<file path="src/rtl/bw_pkg.sv">
package bw_pkg;
  // true when exactly one index is the sign position
  function automatic bit sign_pair(input int i, input int j, input int n);
    return (i == n - 1) != (j == n - 1);
  endfunction
endpackage

</file>
<file path="src/rtl/bw_pp_matrix.sv">
module bw_pp_matrix
  import bw_pkg::*;
#(
  parameter int N = 4,
  localparam int PW = 2 * N
) (
  input  logic [N-1:0]         a_i,
  input  logic [N-1:0]         b_i,
  output logic [N:0][PW-1:0]   rows_o
);
  always_comb begin
    for (int j = 0; j < N; j++) begin
      rows_o[j] = '0;
      for (int i = 0; i < N; i++) begin
        rows_o[j][i+j] = sign_pair(i, j, N) ? ~(a_i[i] & b_i[j]) : (a_i[i] & b_i[j]);
      end
    end
    rows_o[N] = '0;
    rows_o[N][N] = 1'b1;
    rows_o[N][PW-1] = 1'b1;
  end

  logic signed [PW-1:0] a_ext, b_ext;
  assign a_ext = PW'($signed(a_i));
  assign b_ext = PW'($signed(b_i));

  always_comb begin
    logic [PW-1:0] acc;
    acc = '0;
    for (int k = 0; k <= N; k++) acc = acc + rows_o[k];
    AST_MATRIX_SUM: assert (acc == PW'(a_ext * b_ext));
  end
endmodule

</file>
<file path="src/rtl/bw_csa_row.sv">
module bw_csa_row #(
  parameter int W = 8
) (
  input  logic [W-1:0] x_i,
  input  logic [W-1:0] y_i,
  input  logic [W-1:0] z_i,
  output logic [W-1:0] s_o,
  output logic [W-1:0] c_o
);
  assign c_o[0] = 1'b0;
  for (genvar k = 0; k < W; k++) begin : g_fa
    assign s_o[k] = x_i[k] ^ y_i[k] ^ z_i[k];
    if (k < W - 1) begin : g_cy
      assign c_o[k+1] = (x_i[k] & y_i[k]) | (x_i[k] & z_i[k]) | (y_i[k] & z_i[k]);
    end
  end

  always_comb begin
    AST_CSA_CONSERVE: assert (W'(s_o + c_o) == W'(x_i + y_i + z_i));
  end
endmodule

</file>
<file path="src/rtl/bw_ripple_add.sv">
module bw_ripple_add #(
  parameter int W = 8
) (
  input  logic [W-1:0] x_i,
  input  logic [W-1:0] y_i,
  output logic [W-1:0] s_o
);
  logic [W-1:0] cy;
  assign cy[0] = 1'b0;
  for (genvar k = 0; k < W; k++) begin : g_bit
    assign s_o[k] = x_i[k] ^ y_i[k] ^ cy[k];
    if (k < W - 1) begin : g_cy
      assign cy[k+1] = (x_i[k] & y_i[k]) | (cy[k] & (x_i[k] ^ y_i[k]));
    end
  end
endmodule

</file>
<file path="src/rtl/bw_mult.sv">
module bw_mult #(
  parameter int N    = 4,
  parameter bit PIPE = 1'b1,
  localparam int PW  = 2 * N
) (
  input  logic          clk_i,
  input  logic          rst_ni,
  input  logic          valid_i,
  input  logic [N-1:0]  a_i,
  input  logic [N-1:0]  b_i,
  output logic          valid_o,
  output logic [PW-1:0] p_o
);
  logic [N:0][PW-1:0] rows;

  bw_pp_matrix #(.N(N)) u_pp (
    .a_i   (a_i),
    .b_i   (b_i),
    .rows_o(rows)
  );

  // carry-save chain: stage k folds in row k+1
  logic [N-1:0][PW-1:0] acc_s, acc_c;
  assign acc_s[0] = rows[0];
  assign acc_c[0] = rows[1];

  for (genvar k = 1; k < N; k++) begin : g_red
    bw_csa_row #(.W(PW)) u_csa (
      .x_i(acc_s[k-1]),
      .y_i(acc_c[k-1]),
      .z_i(rows[k+1]),
      .s_o(acc_s[k]),
      .c_o(acc_c[k])
    );
  end

  logic [PW-1:0] fin_s, fin_c;

  if (PIPE) begin : g_pipe
    logic [PW-1:0] s_q, c_q;
    logic          v_q;
    always_ff @(posedge clk_i or negedge rst_ni) begin
      if (!rst_ni) begin
        s_q <= '0;
        c_q <= '0;
        v_q <= 1'b0;
      end else begin
        s_q <= acc_s[N-1];
        c_q <= acc_c[N-1];
        v_q <= valid_i;
      end
    end
    assign fin_s   = s_q;
    assign fin_c   = c_q;
    assign valid_o = v_q;

    logic signed [PW-1:0] a_ext, b_ext;
    assign a_ext = PW'($signed(a_i));
    assign b_ext = PW'($signed(b_i));

    AST_PROD_MATCH: assert property (@(posedge clk_i) disable iff (!rst_ni)
      valid_i |=> $signed(p_o) == $past(a_ext * b_ext));
    AST_CORNER_MIN: assert property (@(posedge clk_i) disable iff (!rst_ni)
      (valid_i && a_i == {1'b1, {(N-1){1'b0}}} && b_i == {1'b1, {(N-1){1'b0}}})
      |=> p_o == PW'(1) << (PW - 2));
    AST_VALID_FOLLOWS: assert property (@(posedge clk_i) disable iff (!rst_ni)
      valid_i |=> valid_o);
    AST_VALID_IDLE: assert property (@(posedge clk_i) disable iff (!rst_ni)
      !valid_i |=> !valid_o);
    AST_RESET_QUIET: assert property (@(posedge clk_i)
      !rst_ni |-> (!valid_o && p_o == '0));
  end else begin : g_comb
    assign fin_s   = acc_s[N-1];
    assign fin_c   = acc_c[N-1];
    assign valid_o = valid_i;
  end

  bw_ripple_add #(.W(PW)) u_cpa (
    .x_i(fin_s),
    .y_i(fin_c),
    .s_o(p_o)
  );
endmodule

</file>
<file path="config.mk">
export PLATFORM = sky130hd
export DESIGN_NAME = bw_mult
export DESIGN_NICKNAME = d
export VERILOG_FILES = /design/src/rtl/bw_pkg.sv /design/src/rtl/bw_pp_matrix.sv /design/src/rtl/bw_csa_row.sv /design/src/rtl/bw_ripple_add.sv /design/src/rtl/bw_mult.sv
export SDC_FILE = /design/constraint.sdc
export NUM_CORES = 1
export LEC_CHECK = 0
export CORE_MARGIN = 2
export CORE_UTILIZATION = 49
export CTS_CLUSTER_DIAMETER = 120
export DETAILED_ROUTE_END_ITERATION = 10
export GPL_TIMING_DRIVEN = 0
export PLACE_DENSITY = 0.8
export SLEW_MARGIN = 40
export SYNTH_ARGS = -nofsm -noshare
export SYNTH_HDL_FRONTEND = slang
export SYNTH_SLANG_ARGS = --single-unit
</file>
<file path="constraint.sdc">
create_clock -name clk_i -period 3.45 [get_ports clk_i]
set_clock_uncertainty 0.15 [all_clocks]
set_input_delay 0.5175 -clock clk_i [delete_from_list [all_inputs] [get_ports clk_i]]
set_output_delay 0.5175 -clock clk_i [all_outputs]
set_load 0.02 [all_outputs]
</file>
==> results.cfg <==
[die]
ios = 20
die_h_um = 42.4
start_util_pct = 54.2
die_w_um = 42.4
core_mm2 = 0.00133
die_area_mm2 = 0.00180
rows = 13

[place]
portBuffers = 19
dpl.hpwl_um = 874
gp_congestion = 0.722

[timing]
fin_crit_ns = 3.22
period_share_pct = 93.4
hold_violations = 0
maxSlewViolCount = 0
setup_viol = 0
worstMarginPinSlew_ns = 0.558
fin_hold_ws_ns = 0.459
setup_tns_ns = 0
rsz0062_at_grt = false
max_freq_mhz = 310
slew_headroom_pct = 62.7

[logic_synthesis]
yosysTopAreaCellShare_pct = 45.0
synth.largest_area_cell = dfrtp_1
syn-cell-area_um2 = 723
syn_inst = 54
synth.avg_cell_area_um2 = 13.4
yosys.cell_types.count = 9
synth_area_leaders = dfrtp_1, fa_1, ha_1
ys_ff_latch = 13
synth-seq-area-share_pct = 45.0
yosysWarnings = 0
syn-num-nets = 80

[power]
switching_share_pct = 30.1
seq_power_share_pct = 39.7
p_int_w = 0.000323
p_per_area_mw_per_mm2 = 483
p_leak_nw = 0.461
combPwrFrac_pct = 41.0
power_switching_w = 0.000139
ir_drop_uv = 214
p_total_w = 0.000463
p_clk_share_pct = 19.3

[finish]
antenna_cells = 0
utilization_pct = 71.9
fillers = 102
final_cell_mix = clkdlybuf4s50_1, dfrtp_1, and2_1
drive_gt1_share_pct = 9.09
layout.nets = 104
layout_commonest_cell = clkdlybuf4s50_1
seq_area_um2 = 325
multi_input_area_um2 = 353
area_growth_pct = 32.5

[clock_tree]
clockBufferDepth = 2
root_buffer = clkbuf_4
numCtsBuffers = 3
cts_tree = yes
h-tree-depth = 1
clock-sinks = 13
clkSlewWorstSetupHoldPaths_ns = 0.08
postCtsHoldBufs = 0
cts_resized = 0
post_cts_buffers = 0

[routing]
ant_nets = 0
vias = 407
viasPerCell = 4.42
wl_per_cell_um = 10.7
routed_wl_um = 985
drcViolationCount = 0
first_pass_iters = 2
drt-initial-drc-count = 3

[critical_path]
worstPathArrival_ns = 2.56
worstPathMaxFanout = 1
worstSetupPathType = reg -> out
worstPathRequired_ns = 2.78
setup.worst_path.end_class = output pin
critical_path.endpoint = p_o[7]
start_kind = register
crit_path_start = fin_s[4]

[global_routing]
antenna_found_initial = 0
track_usage_pct = 15.0
grt_pass1_wl_um = 1900
overflow = 0
grt_pass1_vias = 466
grt_max_degree = 14

[outcome]
outcome = completed

[min_path]
min_path_type = in -> async

[flow_run]
cap_violations = 0
how the worst min path moves through the flow:
stage | to | slack (ns) | depth (start not counted)
2_1_floorplan | fin_c[4] | 0.07 | 0
3_3_place_gp | fin_c[7] | 0.75 | 1
3_5_place_dp | fin_s[7] | 0.77 | 1
4_1_cts | fin_s[7] | 0.48 | 1
5_1_grt | fin_s[7] | 0.49 | 1
6_report | valid_o | 0.46 | 1
cell type report:
cell class | count | share of cell area (%)
plain buffers | 4 | 3.13
inverters | 4 | 1.57
clock buffers | 4 | 2.74
flip-flops and latches | 13 | 33.9
multi-input cells | 33 | 36.8
repair buffers | 19 | 19.8
well taps | 15 | 1.96
cell usage after synthesis:
| cell | count |
|---|---|
| dfrtp_1 | 13 |
| buf_4 | 4 |
| fa_1 | 7 |
| conb_1 | 1 |
| and2_1 | 10 |
| inv_1 | 4 |
| xor3_1 | 1 |
| ha_1 | 8 |
| nand2_1 | 6 |
state kept, by name (all words and copies together) (netlist names):
signal   cells
fin_c        4
fin_s        8
valid_o      1
metal layers:
metal	up-vias	routed length [um]	GRT usage (%)
met3	2	39	2.59
met5	-	0	0
li1	208	-	-
met1	184	434	17.5
met2	13	483	24.3
met4	0	27	11.3
critical path, stage by stage (launching register included):
cell and delay (ns):
dfrtp_1 0.37, ha_1 0.21, fa_1 0.38, fa_1 0.36, xor3_1 0.37, clkdlybuf4s50_1 0.60
logic make-up after synthesis:
family | synth area share, %
XOR/XNOR | 3.29
other | 0.519
flip-flops | 45.0
AND/OR/NAND/NOR | 11.8
adder cells (fa/ha/maj) | 33.2
buffers and inverters | 6.23
power groups by stage:
stage	Clock, W	Combinational (W)	Sequential [W]
floorplan	0	0.000115	0.000187
global placement	0	0.000188	0.000186
detailed placement	0	0.000194	0.000188
CTS	0.0000922	0.000194	0.000185
global route	0.000103	0.000213	0.000188
finish	0.0000893	0.000190	0.000184
per-stage QoR:
stage / area [um^2] / setup slack [ns] / std cells
finish: 958 / 0.227 / 92
global route: 958 / 0.0888 / 92
CTS: 958 / 0.193 / 92
detailed placement: 932 / 0.487 / 88
global placement: 932 / 0.521 / 88
floorplan: 723 / 1.02 / 54
No activity file was read; power rests on OpenSTA's default activity.
